[src/rtl/mbs_pkg.sv]
package mbs_pkg;

  typedef enum logic [2:0] {
    S_IDLE = 3'd0,
    S_T1   = 3'd1,
    S_TW   = 3'd2,
    S_TX   = 3'd3,
    S_TP   = 3'd4,
    S_T2   = 3'd5
  } tstate_e;

  // Hold condition for the pre-address wait point.
  function automatic logic f_hold(input logic lock_n, input logic rmt_busy);
    return (!lock_n) || rmt_busy;
  endfunction

  // Extension decision at the end of TX or TP.
  function automatic logic f_extend(input logic cnt_zero, input logic ext_wait);
    return (!cnt_zero) || ext_wait;
  endfunction

  // Clock index (after accept edge) in which done is high.
  function automatic int f_done_cycle(input int n_tw, input int n_tp);
    return 1 + 2 * (3 + n_tw + n_tp);
  endfunction

endpackage

[src/rtl/mbs_phase.sv]
module mbs_phase (
  input  logic clk,
  input  logic rst_n,
  input  logic run,
  output logic half_q,
  output logic state_end
);
  always_ff @(posedge clk or negedge rst_n) begin
    if (!rst_n)   half_q <= 1'b0;
    else if (run) half_q <= ~half_q;
    else          half_q <= 1'b0;
  end

  assign state_end = run && half_q;

  p_half_idle_r2: assert property (@(posedge clk) disable iff (!rst_n)
    !run |=> !half_q);
endmodule

[src/rtl/mbs_hold.sv]
module mbs_hold (
  input  logic clk,
  input  logic rst_n,
  input  logic sample_en,
  input  logic lock_n,
  input  logic rmt_busy,
  output logic hold_q
);
  import mbs_pkg::*;

  always_ff @(posedge clk or negedge rst_n) begin
    if (!rst_n)         hold_q <= 1'b0;
    else if (sample_en) hold_q <= f_hold(lock_n, rmt_busy);
  end

  p_hold_sample_r3: assert property (@(posedge clk) disable iff (!rst_n)
    (sample_en && !lock_n) |=> hold_q);
endmodule

[src/rtl/mbs_pwait.sv]
module mbs_pwait #(
  parameter int WAIT_W = 3
) (
  input  logic              clk,
  input  logic              rst_n,
  input  logic              load,
  input  logic [WAIT_W-1:0] load_val,
  input  logic              dec,
  output logic              cnt_zero
);
  logic [WAIT_W-1:0] cnt_q;

  always_ff @(posedge clk or negedge rst_n) begin
    if (!rst_n)                 cnt_q <= '0;
    else if (load)              cnt_q <= load_val;
    else if (dec && cnt_q != 0) cnt_q <= cnt_q - 1'b1;
  end

  assign cnt_zero = (cnt_q == '0);

  p_dec_step_r6: assert property (@(posedge clk) disable iff (!rst_n)
    (dec && !load && !cnt_zero) |=> (cnt_q == $past(cnt_q) - 1'b1));
endmodule

[src/rtl/mbs_seq.sv]
module mbs_seq #(
  parameter int BUS_W  = 16,
  parameter int DATA_W = 8,
  parameter int WAIT_W = 3
) (
  input  logic              clk,
  input  logic              rst_n,
  input  logic              req_i,
  input  logic              we_i,
  input  logic [BUS_W-1:0]  addr_i,
  input  logic [DATA_W-1:0] wdata_i,
  input  logic [WAIT_W-1:0] pwait_i,
  input  logic              lock_n_i,
  input  logic              rmt_busy_i,
  input  logic              ext_wait_i,
  input  logic [BUS_W-1:0]  ad_i,
  output logic              ale_o,
  output logic [BUS_W-1:0]  ad_o,
  output logic              ad_oe_o,
  output logic              wr_o,
  output logic              rd_o,
  output logic              done_o,
  output logic [DATA_W-1:0] rdata_o
);
  import mbs_pkg::*;

  localparam int PAD_W = BUS_W - DATA_W;

  tstate_e            st_q;
  logic               we_q;
  logic [BUS_W-1:0]   addr_q;
  logic [DATA_W-1:0]  wdata_q;
  logic               half_q, state_end, hold_q, cnt_zero;
  logic               accept, in_hold_zone, at_ext_point, extend, pw_dec;

  assign accept       = (st_q == S_IDLE) && req_i;
  assign in_hold_zone = (st_q == S_T1) || (st_q == S_TW);
  assign at_ext_point = (st_q == S_TX) || (st_q == S_TP);
  assign extend       = f_extend(cnt_zero, ext_wait_i);
  assign pw_dec       = state_end && at_ext_point;

  mbs_phase u_phase (
    .clk       (clk),
    .rst_n     (rst_n),
    .run       (st_q != S_IDLE),
    .half_q    (half_q),
    .state_end (state_end)
  );

  mbs_hold u_hold (
    .clk       (clk),
    .rst_n     (rst_n),
    .sample_en (in_hold_zone && !half_q),
    .lock_n    (lock_n_i),
    .rmt_busy  (rmt_busy_i),
    .hold_q    (hold_q)
  );

  mbs_pwait #(.WAIT_W(WAIT_W)) u_pwait (
    .clk      (clk),
    .rst_n    (rst_n),
    .load     (accept),
    .load_val (pwait_i),
    .dec      (pw_dec),
    .cnt_zero (cnt_zero)
  );

  // State sequencing
  always_ff @(posedge clk or negedge rst_n) begin
    if (!rst_n) begin
      st_q <= S_IDLE;
    end else begin
      unique case (st_q)
        S_IDLE: if (accept) st_q <= S_T1;
        S_T1, S_TW: if (state_end) st_q <= hold_q ? S_TW : S_TX;
        S_TX, S_TP: if (state_end) st_q <= extend ? S_TP : S_T2;
        S_T2:   if (state_end) st_q <= S_IDLE;
        default: st_q <= S_IDLE;
      endcase
    end
  end

  // Access capture, completion and read data
  always_ff @(posedge clk or negedge rst_n) begin
    if (!rst_n) begin
      we_q    <= 1'b0;
      addr_q  <= '0;
      wdata_q <= '0;
      done_o  <= 1'b0;
      rdata_o <= '0;
    end else begin
      done_o <= (st_q == S_T2) && state_end;
      if (accept) begin
        we_q    <= we_i;
        addr_q  <= addr_i;
        wdata_q <= wdata_i;
      end
      if ((st_q == S_T2) && state_end && !we_q)
        rdata_o <= ad_i[DATA_W-1:0];
    end
  end

  // Bus and strobe decode
  always_comb begin
    ale_o   = in_hold_zone || ((st_q == S_TX) && !half_q);
    ad_oe_o = (st_q == S_TX) || (we_q && ((st_q == S_TP) || (st_q == S_T2)));
    if (st_q == S_TX) ad_o = addr_q;
    else              ad_o = {{PAD_W{1'b0}}, wdata_q};
    wr_o    = we_q && (st_q == S_T2);
    rd_o    = !we_q && (st_q == S_T2);
  end

  // Assertions
  p_state_on_boundary_r2: assert property (@(posedge clk) disable iff (!rst_n)
    ((st_q != S_IDLE) && !half_q) |=> (st_q == $past(st_q)));

  p_hold_to_tw_r3: assert property (@(posedge clk) disable iff (!rst_n)
    (in_hold_zone && state_end && hold_q) |=> (st_q == S_TW));

  p_quiet_before_tx_r4: assert property (@(posedge clk) disable iff (!rst_n)
    (ad_oe_o && ale_o) |-> (st_q == S_TX));

  p_ale_fall_driven_r5: assert property (@(posedge clk) disable iff (!rst_n)
    $fell(ale_o) |-> (ad_oe_o && ad_o == addr_q));

  p_no_early_t2_r6: assert property (@(posedge clk) disable iff (!rst_n)
    (st_q == S_T2) |-> cnt_zero);

  p_ext_holds_r7: assert property (@(posedge clk) disable iff (!rst_n)
    (pw_dec && ext_wait_i) |=> (st_q == S_TP));

  p_wr_drives_r8: assert property (@(posedge clk) disable iff (!rst_n)
    wr_o |-> (ad_oe_o && !rd_o));

  p_rd_released_r9: assert property (@(posedge clk) disable iff (!rst_n)
    rd_o |-> !ad_oe_o);

  p_done_single_r10: assert property (@(posedge clk) disable iff (!rst_n)
    done_o |=> !done_o);

  p_busy_req_ignored_r10: assert property (@(posedge clk) disable iff (!rst_n)
    ((st_q != S_IDLE) && req_i) |=> $stable(addr_q));
endmodule

[config.mk]
export PLATFORM = sky130hd
export DESIGN_NAME = mbs_seq
export DESIGN_NICKNAME = d
export VERILOG_FILES = /design/src/rtl/mbs_pkg.sv /design/src/rtl/mbs_phase.sv /design/src/rtl/mbs_hold.sv /design/src/rtl/mbs_pwait.sv /design/src/rtl/mbs_seq.sv
export SDC_FILE = /design/constraint.sdc
export NUM_CORES = 1
export LEC_CHECK = 0
export ABC_AREA = 1
export BUFFER_PORTS_ARGS = -buffer_cell sky130_fd_sc_hd__buf_4
export CAP_MARGIN = 10
export CORE_MARGIN = 1.5
export CORE_UTILIZATION = 51
export DETAILED_ROUTE_END_ITERATION = 16
export GPL_TIMING_DRIVEN = 1
export PLACE_DENSITY = 0.83
export SYNTH_ARGS = -nofsm -noshare
export SYNTH_HDL_FRONTEND = slang
export SYNTH_SLANG_ARGS = --single-unit
[constraint.sdc]
create_clock -name clk -period 2.3 [get_ports clk]
set_input_delay 0.115 -clock clk [delete_from_list [all_inputs] [get_ports clk]]
set_output_delay 0.115 -clock clk [all_outputs]
set_load 0.01 [all_outputs]
## Word-level counts from Yosys, hierarchy flattened

Index checks and enable logic that the tools add are counted.

- Register bits after elaboration: 42
- RAM bits: 0
- Memories: 0
- Input bits: 50
- ROM bits: 0
- Logic and storage cells: 61
- Output and inout port bits: 29
- Latch bits: 0

- Equality and inequality tests: 9
- Divide/modulo/power cells: 0
- $lt $le $gt $ge: 0
- $mul: 0
- Bitwise gates (word level): 1
- Shifts and indexed selects: 0
- Multiplexer cells: 11
- $add $sub $neg: 1
- Reduce and logical (&&, ||, !) cells: 30

Operators with widths:

| cell | number |
|---|---|
| two-way mux 3 bit | 6 |
| two-way mux 16 bit | 1 |
| one-hot mux 3 bit (4 select lines) | 1 |
| logical AND 1 bit | 11 |
| inequality test 2 bit (second input constant) | 4 |
| logical OR 1 bit | 7 |
| equality test 3 x 2 -> 1 bit (second input constant) | 2 |
| equality test 3 bit (second input constant) | 2 |
| logical NOT 3 bit | 2 |
| nonzero test 3 bit | 2 |
| logical NOT 1 bit | 4 |
| AND reduction 4 bit | 1 |
| OR reduction 2 bit | 2 |
| equality test 3 x 1 -> 1 bit (second input constant) | 1 |
| two-way mux 1 bit | 3 |
| subtractor 3 x 1 -> 3 bit (second input constant) | 1 |
| nonzero test 2 bit | 1 |
| NOT 1 bit | 1 |

## Depth between registers and ports, before layout

- Word-level depth: 6
- Mapped depth: 9
- Mapped depth without buffers: 9

## Cells and area by module

Synthesis repeated with hierarchy kept, for this count alone.

- Cell total of the unflattened synthesis: 247
- Area total of the unflattened synthesis: 1985.7 µm²

Modules (own cells, without submodules):

| module | area each (µm²) | instances | cells each | seq. area each (µm²) |
|---|---|---|---|---|
| mbs_seq | 1702.9 | 1 | 208 | 925.9 |
| mbs_pwait | 192.7 | 1 | 27 | 75.1 |
| mbs_hold | 47.5 | 1 | 7 | 25.0 |
| mbs_phase | 42.5 | 1 | 5 | 25.0 |

## Worst setup path after synthesis

Ideal clock, no wire load.

- Path type: reg2out
- From: register st_q[1]
- To: output port ad_o[10]
- Stages on the path, launching flop included: 6
- Arrival time: 1144 ps
- Buffers on the path: 1
- Required time: 2185 ps
- Setup slack: 1041 ps
- Cell sequence: dfrtp_1 nand2_1 nor2_4 inv_2 buf_6 nor2_1

- Longest elaborated chain between the ends: 2

RTL lines:

| what | line | RTL |
|---|---|---|
| start, declared | mbs_seq.sv:29 | `tstate_e st_q;` |
| start signal, assigned | mbs_seq.sv:75 | `S_T1, S_TW: if (state_end) st_q <= hold_q ? S_TW : S_TX;` |
| start signal, assigned | mbs_seq.sv:76 | `S_TX, S_TP: if (state_end) st_q <= extend ? S_TP : S_T2;` |
| equality test 3 x 2 -> 1 bit | mbs_seq.sv:107 | `if (st_q == S_TX) ad_o = addr_q;` |
| two-way mux 16 bit | mbs_seq.sv:107 |  |
| end, declared | mbs_seq.sv:18 | `output logic [BUS_W-1:0] ad_o,` |

No other way between the ends.

## Final worst setup path

- From: register st_q[1]
- To: output port ale_o

- Longest elaborated chain between the ends: 3
- Elaborated cells between the ends (all ways): 6
- Classes of those cells: eq/ne: 3; reduce/logical: 3

RTL lines:

| what | line | RTL |
|---|---|---|
| equality test 3 x 1 -> 1 bit (tied with other cells) | mbs_seq.sv:37 | `assign in_hold_zone = (st_q == S_T1) \|\| (st_q == S_TW);` |
| logical OR 1 bit / logical AND 1 bit (equally long branches) | mbs_seq.sv:37, mbs_seq.sv:105 |  |
| logical OR 1 bit (*) | mbs_seq.sv:105 | `ale_o = in_hold_zone \|\| ((st_q == S_TX) && !half_q);` |
| end, declared | mbs_seq.sv:17 | `output logic ale_o,` |

Every way passes the cells marked *; elsewhere a longest branch is shown, timed or not.

==> reports/metrics.csv <==
metric,value,unit
dpl hpwl,2.97,mm
post-synth cell types,22,
area grow syn2layout,33.1,%
max frequency,540,MHz
GRT Total Usage,20.6,%
Slew HR,65.7,%
Die W,66.1,µm
htree depth,2,
cell leakage power,1.54,nW
Final Hold Vio Count,0,
Max IR drop VDD,0.000615,V
status,finished clean,
Placeable Area,3740,µm²
final worst path period share,80.5,%
Ports,79,
crit path max fanout,18,
post_cts resized,0,
final worst clock skew,0.00632,ns
Final ANT Viol Nets,0,
clock root cell,clkbuf_8,
Port Buffers,70,
Clock Latency Late Sink,0.29,ns
CTS max path bufs,2,
Mapped Area,2030,µm²
Hold Worst Slack,0.0232,ns
fillcell total,347,
worst hold path class,in2reg,
critical path class,reg2out,
type of origin of the critical path,flop,
Worst Path Arrival,1.74,ns
Vias,1828,
vias in the first global route,1684,
final setup TNS,0,ns
Post-CTS Setup Repair Bufs,0,
Cell Pwr Density,1200,nW/µm²
Die Y,66.1,µm
Post-route DRC,0,
Slew Limit Fails,0,
Sink Count,42,
MaxCap Viol Count,0,
ant diodes,0,
TritonCTS clock tree,done,
first-pass GRT wire length,6.84,mm
setup repair after global routing missed its margin,false,
CP Capture Type,output pin,
Required @ worst endpoint,2.18,ns
Syn Nets,317,
sequential area share after synthesis,51.8,%
antenna violations before repair,0,
Pre-Repair DR Iteration Count,4,
synthesized area per cell,7.66,µm²
fin nets,390,
Design Power,3.24,mW
synth warn,0,
Post-Synthesis Cells,265,
measured slew at the worst slew-check pin,0.515,ns
die area,4370,µm²
Final min period,1.85,ns
global route overflow,0,
hold buffers post-CTS,1,
Initial Util,54.2,%
Num CTS Buffers,5,
WL final,4.08,mm
share of layout cells above drive strength 1,26.6,%
Synth Register Bits,42,
Avg WL per Cell,10.6,µm
row count,22,
largest net degree at the start of global routing,43,
Starting DRT DRC Count,126,
Final Setup Violations,0,
DR vias/cell,4.74,
Clock transition at path regs,0.08,ns
routability cong.,0.921,
==> cell usage after synthesis <==
cell type | count | area [µm²]
a21oi_1 | 1 | 5.00
nor2_2 | 1 | 6.26
buf_2 | 1 | 5.00
inv_2 | 2 | 7.51
nor2_4 | 3 | 33.8
ha_1 | 2 | 25.0
nand2_2 | 3 | 18.8
buf_4 | 4 | 30.0
inv_1 | 21 | 78.8
nand2_1 | 133 | 499
buf_6 | 1 | 11.3
nor2_1 | 19 | 71.3
dfrtp_1 | 42 | 1050
nand3_1 | 14 | 70.1
o211ai_1 | 1 | 7.51
o21ai_1 | 2 | 10.0
o21ai_0 | 10 | 50.1
clkbuf_1 | 1 | 3.75
nor2_8 | 1 | 20.0
nand4_1 | 1 | 6.26
xor2_1 | 1 | 8.76
nand2_4 | 1 | 11.3
==> worst paths after layout <==
kind / start / end / slack (ns) / depth (start not counted)
min in group asynchronous: rst_n / u_pwait.cnt_q[2] / 0.34 / 2
setup reg to reg: st_q[1] / wdata_q[6] / 0.67 / 6
max in group asynchronous: rst_n / addr_q[3] / 1.60 / 2
hold reg to reg: addr_q[2] / addr_q[2] / 0.47 / 2
setup / recovery: st_q[1] / ale_o / 0.45 / 5
hold / removal: addr_i[7] / addr_q[7] / 0.02 / 3
==> sequential cells by signal, indices dropped and copies added, names as in the netlist <==
register        cells
done_o              1
rdata_o             8
u_hold.hold_q       1
u_phase.half_q      1
u_pwait.cnt_q       3
wdata_q             8
we_q                1
st_q                3
addr_q             16
==> critical path, cell delays in order, from the launching register on <==
cell,delay (ns)
dfrtp_1,0.50
nand2_1,0.16
nor2_4,0.23
inv_2,0.21
o21ai_0,0.20
buf_4,0.14
==> cell type report <==
type / count / area, µm² / share of cell area [%]
repair buffers: 73 / 551 / 20.4
flip-flops and latches: 42 / 1050 / 38.9
clock buffers: 6 / 82.6 / 3.05
inverters: 23 / 86.3 / 3.19
multi-input cells: 193 / 843 / 31.2
well taps: 48 / 60.1 / 2.22
clock inverters: 1 / 30.0 / 1.11
==> layout by cell type, fill, tap and decap left out <==
| master | netlist | routed |
|---|---|---|
| bufinv_16 | 0 | 1 |
| dfrtp_1 | 42 | 42 |
| nand2_4 | 1 | 1 |
| o211ai_1 | 1 | 1 |
| o21ai_1 | 2 | 2 |
| nor2_4 | 3 | 3 |
| dlygate4sd3_1 | 0 | 1 |
| nor2_1 | 19 | 19 |
| o21ai_0 | 10 | 10 |
| nand4_1 | 1 | 1 |
| ha_1 | 2 | 2 |
| xor2_1 | 1 | 1 |
| nor2_2 | 1 | 1 |
| a21oi_1 | 1 | 1 |
| nand3_1 | 14 | 14 |
| inv_1 | 21 | 21 |
| nor2_8 | 1 | 1 |
| nand2_2 | 3 | 3 |
| buf_4 | 4 | 72 |
| nand2_1 | 133 | 133 |
| clkbuf_8 | 0 | 6 |
| inv_2 | 2 | 2 |
==> routing by layer <==
layer | up-vias | GRT usage (%) | share of wire [%]
met5 | - | 0 | 0
met4 | 0 | 7.40 | 0.98
met3 | 6 | 7.16 | 8.6
met2 | 66 | 34.5 | 47
met1 | 807 | 24.4 | 43
li1 | 949 | - | -
==> per-stage QoR <==
step	cell area (µm²)	util, %	instances	setup WS [ns]
after floorplan	2030	-	265	1.04
after global placement	2580	69.0	378	0.714
after detailed placement	2580	69.0	378	0.682
after CTS	2700	72.2	386	0.440
after global routing	2700	72.2	386	0.312
final	2700	72.2	386	0.448
==> cells by family after synthesis <==
family | Yosys count | share of synthesized area, %
and+or+nand+nor | 176 | 36.3
DFF | 42 | 51.8
buffers and inverters | 30 | 6.72
AOI/OAI and AO/OA | 14 | 3.57
adders and majority gates | 2 | 1.23
xor gates and xnor gates | 1 | 0.431
==> where the power goes <==
part           internal (mW)  switching, mW  leakage [nW]
clock network          0.347          0.233        0.0573
registers               1.07          0.181         0.503
logic                  0.589          0.819         0.979
Note: power is estimated with default switching activity, not from simulation.
